[config.mk]
export PLATFORM = sky130hd
export DESIGN_NAME = cec_txreq_ctrl
export DESIGN_NICKNAME = d
export VERILOG_FILES = /design/src/rtl/cec_txreq_ctrl.sv
export SDC_FILE = /design/constraint.sdc
export NUM_CORES = 1
export LEC_CHECK = 0
export BUFFER_PORTS_ARGS = -buffer_cell sky130_fd_sc_hd__buf_4
export CORE_MARGIN = 2
export CORE_UTILIZATION = 37
export CTS_CLUSTER_DIAMETER = 200
export DETAILED_ROUTE_END_ITERATION = 16
export HOLD_SLACK_MARGIN = 0.15
export PLACE_DENSITY = 0.9
export RECOVER_POWER = 50
export SYNTH_ARGS = -nofsm -noshare
export SYNTH_HDL_FRONTEND = slang
export SYNTH_SLANG_ARGS = --single-unit
[constraint.sdc]
create_clock -name clk -period 2.88 [get_ports clk]
set_clock_uncertainty 0.1 [all_clocks]
set_input_delay 0.144 -clock clk [delete_from_list [all_inputs] [get_ports clk]]
set_output_delay 0.144 -clock clk [all_outputs]
set_load 0.1 [all_outputs]
[src/rtl/cec_txreq_ctrl.sv]
module cec_txreq_ctrl #(
  parameter int SFT_CYCLES = 8,
  localparam int CW = (SFT_CYCLES > 1) ? $clog2(SFT_CYCLES) : 1
) (
  input  logic        clk,
  input  logic        rst_n,
  input  logic        reg_wr,
  input  logic [31:0] reg_wdata,
  output logic [31:0] reg_rdata,
  input  logic        rx_busy,
  input  logic        line_busy,
  input  logic        tx_done_ok,
  input  logic        tx_underrun,
  input  logic        tx_nack,
  input  logic        tx_error,
  input  logic        tx_arb_lost,
  output logic        tx_start,
  output logic        tx_ping,
  output logic        tx_abort,
  output logic        rx_enable
);

  typedef enum logic [1:0] {S_IDLE, S_COUNT, S_SEND} seq_t;

  seq_t          st;
  logic [CW-1:0] cnt;
  logic          en_q, som_q, eom_q, ping_q, abort_q;

  logic unused_wdata;
  assign unused_wdata = ^reg_wdata[31:3];

  wire dis_wr  = reg_wr & ~reg_wdata[0];
  wire keep_wr = reg_wr &  reg_wdata[0];
  wire busy    = rx_busy | line_busy;
  wire in_send = (st == S_SEND);
  wire finish  = in_send & (tx_done_ok | tx_underrun | tx_nack | tx_error);
  wire retry   = in_send & tx_arb_lost & ~finish;
  wire som_new = keep_wr & en_q & reg_wdata[1] & ~som_q;
  wire eom_set = keep_wr & en_q & reg_wdata[2];

  assign tx_start  = (st == S_COUNT) & ~busy & (cnt == CW'(SFT_CYCLES - 1));
  assign tx_ping   = tx_start & ping_q;
  assign tx_abort  = abort_q;
  assign rx_enable = en_q;
  assign reg_rdata = {29'd0, eom_q, som_q, en_q};

  always_ff @(posedge clk or negedge rst_n) begin
    if (!rst_n) begin
      en_q    <= 1'b0;
      som_q   <= 1'b0;
      eom_q   <= 1'b0;
      ping_q  <= 1'b0;
      abort_q <= 1'b0;
      st      <= S_IDLE;
      cnt     <= '0;
    end else if (dis_wr) begin
      en_q    <= 1'b0;
      som_q   <= 1'b0;
      eom_q   <= 1'b0;
      ping_q  <= 1'b0;
      abort_q <= 1'b1;
      st      <= S_IDLE;
      cnt     <= '0;
    end else begin
      abort_q <= 1'b0;
      if (keep_wr) en_q <= 1'b1;

      if (finish) begin
        som_q  <= 1'b0;
        eom_q  <= 1'b0;
        ping_q <= 1'b0;
      end else begin
        if (som_new) begin
          som_q  <= 1'b1;
          ping_q <= eom_q | eom_set;
        end
        if (eom_set) eom_q <= 1'b1;
      end

      case (st)
        S_IDLE: begin
          if (som_q && !busy) begin
            st  <= S_COUNT;
            cnt <= '0;
          end
        end
        S_COUNT: begin
          if (busy)          st  <= S_IDLE;
          else if (tx_start) st  <= S_SEND;
          else               cnt <= cnt + CW'(1);
        end
        S_SEND: begin
          if (finish || retry) st <= S_IDLE;
        end
        default: st <= S_IDLE;
      endcase
    end
  end

endmodule


# --- Word-level counts from Yosys, hierarchy flattened ---
# Cells that the tools add are included.
totals:
  output_inout_bits: 36
  wordCells: 70
  in_bits: 42
  regBits: 10
op_classes:
  add_sub_neg: 1
  n_eq_ne: 8
  bitwise_logic: 21
  n_reduce_logical: 10
  n_mux: 23
op_table:
  columns: ["operator", "count"]
  rows:
  - ["$and A1 B1 Y1", 12]
  - ["$mux W1", 12]
  - ["$mux W3", 4]
  - ["$mux W2", 5]
  - ["$ne A3 B3 Y1 const B", 3]
  - ["$reduce_bool A3 Y1", 3]
  - ["$pmux W2 S3", 1]
  - ["$pmux W3 S2", 1]
  - ["$or A1 B1 Y1", 5]
  - ["$ne A4 B4 Y1 const B", 1]
  - ["$not A1 Y1", 4]
  - ["$reduce_and A4 Y1", 1]
  - ["$add A3 B1 Y3 const B", 1]
  - ["$eq A3 B3 Y1 const B", 1]
  - ["$ne A3 B2 Y1 const B", 1]
  - ["$reduce_and A3 Y1", 1]
  - ["$eq A2 B1 Y1 const B", 1]
  - ["$eq A2 B2 Y1 const B", 1]
  - ["$logic_not A2 Y1", 1]
  - ["$reduce_bool A2 Y1", 1]
  - ["$logic_and A1 B1 Y1", 1]
  - ["$logic_not A1 Y1", 1]
  - ["$logic_or A1 B1 Y1", 1]

# --- Longest topological paths before layout ---
# Gate-level depths: netlist of the first run.
depth:
  ltp_word: 10
  mapped_depth: 6
  depth_no_buf: 6

# --- Worst setup path after synthesis of the first run ---
# No wires, ideal clock.
synth_path:
  path_kind: "register -> output"
  from: "reg cnt[0]"
  to: "out tx_ping"
  arrival_ns: 2.308
  slack_ns: 0.328
  path_buffers: 0
  required_time_ns: 2.636
  path_stages_with_launch: 5
  cell_sequence: "dfrtp_1 -> ha_1 -> ha_1 -> and3_1 -> and2_1"
synth_via:
  elab_chain_len: 3
synth_rtl:
  columns: ["item", "line", "rtl"]
  rows:
  - ["from (decl)", "26", "logic [CW-1:0] cnt;"]
  - ["from (signal assigned)", "90", "else cnt <= cnt + CW'(1);"]
  - ["$eq A3 B3 Y1", "41", "assign tx_start = (st == S_COUNT) & ~busy & (cnt == CW'(SFT_CYCLES - 1));"]
  - ["$and A1 B1 Y1", "41", null]
  - ["net tx_start", "17", "output logic tx_start,"]
  - ["$and A1 B1 Y1", "42", "assign tx_ping = tx_start & ping_q;"]
  - ["to (decl)", "18", "output logic tx_ping,"]
# The timed path passes the listed nets, and every way through them passes these cells.

==> results.yml, run 1 <==
finish:
  drive_gt1_share_pct: 18.3
  fillers: 196
  final_net_count: 150
  area_growth_pct: 15.3
  antennaDiodeCount: 0
  final_cells: 131
  post-route-util_pct: 44.7
  fin_area_sq_um: 858
outcome:
  status: "complete, no violations"
floorplanning:
  die_area_sq_um: 2390
  rows: 16
  dieWidth_um: 48.9
  start_util_pct: 38.7
  coreArea_sq_um: 1920
  io_pins: 78
  fp.dieH_um: 48.9
pwr:
  p_total_mw: 0.504
  powerDensity_nw_per_um2: 587
  ir_worst_vdd_uv: 271
  leakage_nw: 0.446
synthesis:
  ys_top_cells_by_count: "32 x buf_4, 10 x dfrtp_1, 6 x nor2_1, 4 x nor2b_1, 3 x a21oi_1"
  synth_top_area_share_pct: 33.6
  synth_edf_count: 0
  syn_inst: 79
  syn_area_sq_um: 744
  yosys_warnings: 0
  synthFlopType: "dfrtp_1"
  ys_types: 24
  synthArstFlopShare_pct: 100
  ys_ff_latch: 10
  synthTopCellsByArea: "dfrtp_1 34%, buf_4 32%, ha_1 3.4%"
  yosysTopAreaCell: "dfrtp_1"
  yosysMostFrequentCell: "buf_4"
  synth_seq_area_share_pct: 33.6
  syn_area_per_cell_sq_um: 9.42
clock_network:
  h-tree-depth: 1
  ctsResizeCount: 0
  cts_buffer_depth: 2
  clk_latency_ns: 0.25
  cts_tree: "done"
  cts.sinks: 10
  clk_pin_slew_ns: 0.06
  cts_buffers: 3
  cts-root-buf: "clkbuf_4"
sta:
  period_needed_ns: 1.88
  rsz0062_at_grt: "false"
  finalWorstSetupSlack_ns: 1.00
  finalMaxSlewViolations: 0
  slew_headroom_pct: 23.0
  worst_slew_pin_slew_ns: 1.16
  fmax_mhz: 533
  finalHoldViolCount: 0
  post-route-period-util_pct: 65.2
  fin_setup_tns_ns: 0
  final-setup-viol-count: 0
  hold_ws_ns: 0.145
placed_design:
  dp.final_hpwl_um: 965
  post-place-ws_ns: 1.27
  placed_area_sq_um: 782
  dp.cells: 120
  place.port_buffers: 19
  routabilityCongestion: 0.688
worst_setup_path:
  cp_max_fo: 6
  crit_required_ns: 3.21
  start_kind: "primary input"
  critPathArrivalTime_ns: 2.21
  path_class: "in -> async"
  cpPeakStageDelay_ns: 0.75
  slowest_stage: "dlygate4sd3_1"
  crit_chain: "dlygate4sd3_1 > dlygate4sd3_1 > clkbuf_1 > dlygate4sd3_1"
  cp-end-kind: "async pin"
  crit_top_cell: "dlygate4sd3_1"
drt:
  vias: 545
  drc: 0
  postRouteAntennaNets: 0
  avgViaCountPerCell: 4.16
  first_pass_iters: 2
  drt_iter0_drc: 4
  wl_per_cell_um: 9.36
  wirelength_um: 1230
global_routing:
  antenna_found_initial: 0
  grt_pass1_vias: 509
  grt_overflow: 0
  gr-usage-all-layers_pct: 12.2
  grt_start_max_net_pins: 8
  grt_pass1_wl_um: 2210
min_path:
  holdCritPathClass: "in -> reg"
job:
  drv_cap: 0
## power breakdown
part | leakage (nW) | switching (mW) | total (mW) | internal [mW]
registers | 0.134 | 0.00559 | 0.153 | 0.147
logic | 0.297 | 0.232 | 0.262 | 0.0302
clock network | 0.0138 | 0.0410 | 0.0889 | 0.0479
## state kept, by name, summed over array words and instances (netlist names)
signal     count
cnt            3
ping_q         1
tx_abort       1
som_q          1
eom_q          1
st             2
rx_enable      1
## final cells by class
cell class	instances	area, sq um	area share, %
flip-flops and latches	10	250	29.2
multi-input cells	62	348	40.5
repair buffers	27	196	22.9
inverters	2	7.51	0.875
clock buffers	3	22.5	2.62
well taps	27	33.8	3.94
## path summary, 6_finish.rpt
check,cells past startpoint,endpoint,from,slack (ns)
worst max register to register,4,cnt[1],st[1],1.12
worst min-delay path,3,eom_q,reg_wdata[2],0.14
min in group asynchronous,3,tx_abort,rst_n,0.72
max in group clk,5,tx_ping,cnt[0],1.04
worst max-delay path,4,som_q,rst_n,1.00
worst min register to register,2,eom_q,eom_q,0.44
## cell families (layout without fill, tap and decap cells)
kind of cell	after synthesis	after routing	synth area share, %
AO/OA/AOI/OAI	10	10	11.6
adder cells (fa/ha/maj)	2	2	3.36
buffers and inverters	35	32	33.8
flip-flops	10	10	33.6
multiplexers	2	2	2.86
other	1	29	0.504
AND/OR/NAND/NOR	19	19	14.3
## worst max-delay path, delay by kind of cell
family / cells / cell delay, ns
buffers and inverters: 4 / 2.06
## routing by layer
layer	up-vias	GRT usage, %	routed length, um
met4	0	6.19	0
met2	29	20.1	638
met5	-	0	0
met3	0	5.21	101
li1	256	-	-
met1	260	13.4	486
## cell usage in the layout, fill, tap and decap left out
cell type | netlist | final
a21oi_1 | 3 | 3
a311oi_2 | 1 | 1
a31o_1 | 1 | 1
a41oi_1 | 1 | 1
and2_1 | 1 | 1
and3_1 | 1 | 1
and4_1 | 1 | 1
buf_4 | 32 | 12
clkbuf_1 | 1 | 7
clkbuf_4 | 0 | 3
conb_1 | 1 | 29
dfrtp_1 | 10 | 10
dlygate4sd3_1 | 0 | 8
ha_1 | 2 | 2
inv_1 | 2 | 2
mux2_2 | 1 | 1
mux2i_1 | 1 | 1
nand2_1 | 2 | 2
nor2_1 | 6 | 6
nor2b_1 | 4 | 4
nor3_1 | 2 | 2
nor4b_1 | 1 | 1
o2111ai_1 | 2 | 2
o21ai_1 | 1 | 1
o21ba_4 | 1 | 1
or4_4 | 1 | 1
## repair_timing
action	4_1_cts	5_1_grt
buffers inserted	0	0
hold endpoints to repair	17	0
hold buffers	8	0
(Power assumes the default switching activity.)
==> inputs of run 2 (changes only) <==
CORE_UTILIZATION = 34   (was 37)
PLACE_DENSITY = 0.84   (was 0.9)
clock period = 1.9 ns   (was 2.88 ns; I/O delays follow)
==> run 2 against run 1 <==
Combinational power rose by 55%. Flip-flop and latch count did not move. Clock-buffer cell count rose by 1. Design area rose by 7.1%.
==> results.yml, run 2 (synthesis gave the netlist of run 1 again) <==
finish:
  drive_gt1_share_pct: 25.7
  top_register: "cnt"
  area_growth_pct: 23.5
  fin_area_sq_um: 920
  fillers: 208
  final_net_count: 154
  largestRegisters: "cnt x3, st x2"
  largest_register_ffs: 3
  post-route-util_pct: 45.5
  final_common_cell: "conb_1"
  antennaDiodeCount: 0
  most-common-layout-cells: "29 x conb_1, 12 x buf_4, 11 x dlygate4sd3_1"
pwr:
  clockPowerShare_pct: 23.3
  power_switching_mw: 0.440
  p_int_mw: 0.392
  seq_power_share_pct: 27.9
  sw_frac_of_total_pct: 52.9
  ir_worst_vdd_uv: 423
  pwr-share-comb_pct: 48.7
  leakage_nw: 0.489
  p_total_mw: 0.832
  powerDensity_nw_per_um2: 904
placed_design:
  place.port_buffers: 19
  dp.final_hpwl_um: 977
  placed_area_sq_um: 793
  routabilityCongestion: 0.670
drt:
  drc: 0
  first_pass_iters: 2
  drt_iter0_drc: 3
  wirelength_um: 1310
  wl_per_cell_um: 9.62
  postRouteAntennaNets: 0
  vias: 574
  avgViaCountPerCell: 4.22
sta:
  fmax_mhz: 546
  slew_headroom_pct: 63.5
  post-route-period-util_pct: 96.3
  hold_ws_ns: 0.196
  final-setup-viol-count: 0
  finalMaxSlewViolations: 0
  worst_slew_pin_slew_ns: 0.549
  rsz0062_at_grt: "false"
  period_needed_ns: 1.83
  finalHoldViolCount: 0
  fin_setup_tns_ns: 0
worst_setup_path:
  cp_top_family: "flip-flops"
  cp_max_fo: 3
  critPathArrivalTime_ns: 1.64
  path_class: "reg -> out"
  crit_buf_inv: 1
  cp-end-kind: "output port"
  start_kind: "flop"
  crit_required_ns: 1.70
  slowest_stage: "dfrtp_1"
  crit_top_cell: "ha_1"
  crit_chain: "ha_1 > ha_1 > and3_2 > and2_4 > buf_4"
  cpPeakStageDelay_ns: 0.40
global_routing:
  grt_pass1_wl_um: 2100
  grt_pass1_vias: 532
  grt_overflow: 0
  antenna_found_initial: 0
  grt_start_max_net_pins: 11
  gr-usage-all-layers_pct: 10.9
outcome:
  status: "complete, no violations"
clock_network:
  cts_tree: "done"
  h-tree-depth: 1
  cts_buffers: 3
  cts_buffer_depth: 2
  clk_pin_slew_ns: 0.07
  cts-root-buf: "clkbuf_4"
  post_cts_buffers: 0
  clk_latency_ns: 0.27
  cts.sinks: 10
min_path:
  holdCritPathClass: "in -> reg"
floorplanning:
  coreArea_sq_um: 2020
  die_area_sq_um: 2580
  fp.dieH_um: 50.8
  io_pins: 78
  start_util_pct: 36.8
  rows: 16
  dieWidth_um: 50.8
job:
  drv_cap: 0
[run 2: changes by cell type in the layout (fill, tap and decap cells not counted)]
cell           change
clkbuf_2           +5
and3_2             +1
and2_1             -1
and2_4             +1
and3_1             -1
clkbuf_8           +1
dlygate4sd3_1      +3
clkbuf_1           -5
clkbuf_4           +1
[run 2: layer usage]
metal | GRT usage [%] | wire length (um)
met2 | 20.2 | 666
met3 | 2.08 | 116
met1 | 10.5 | 485
met5 | 0 | 0
met4 | 8.56 | 38
[run 2: worst register-to-register path, cell delays in order, from the launching register on]
cell and delay, ns:
dfrtp_1 0.43, nor3_1 0.24, dlygate4sd3_1 0.60, o2111ai_1 0.12
a21oi_1 0.17
[run 2: power by group through the flow]
stage / Combinational, mW / Clock [mW] / Sequential (mW)
2_1_floorplan: 0.382 / 0 / 0.258
3_3_place_gp: 0.393 / 0 / 0.236
3_5_place_dp: 0.395 / 0 / 0.236
4_1_cts: 0.413 / 0.195 / 0.232
5_1_grt: 0.418 / 0.204 / 0.234
6_report: 0.405 / 0.194 / 0.232
[run 2: final timing paths]
check | from | end | slack [ns] | cells past startpoint
max reg2reg | st[1] | cnt[1] | 0.16 | 4
max in group asynchronous | rst_n | cnt[2] | 0.66 | 3
max | cnt[0] | tx_ping | 0.07 | 5
min reg2reg | eom_q | eom_q | 0.44 | 2
min in group asynchronous | rst_n | som_q | 0.74 | 3
min | tx_error | ping_q | 0.20 | 4
[run 2: cell type report]
type	count	area (sq um)	area share, %
multi-input combinational	62	352	38.2
clock buffer	4	36.3	3.95
inverter	2	7.51	0.816
sequential	10	250	27.2
tap	27	33.8	3.67
timing repair buffer	31	240	26.1
[run 2: stage by stage]
step,cells,setup WS (ns)
2_1_floorplan,107,0.0877
3_3_place_gp,121,0.353
3_5_place_dp,121,0.290
4_1_cts,136,0.0658
5_1_grt,136,0.00875
6_report,136,0.0696
[run 2: timing repair]
| action | CTS | global route |
|---|---|---|
| endpoints found under the hold margin | 17 | 0 |
| hold buffers | 11 | 0 |
| gates resized for setup | 0 | 0 |
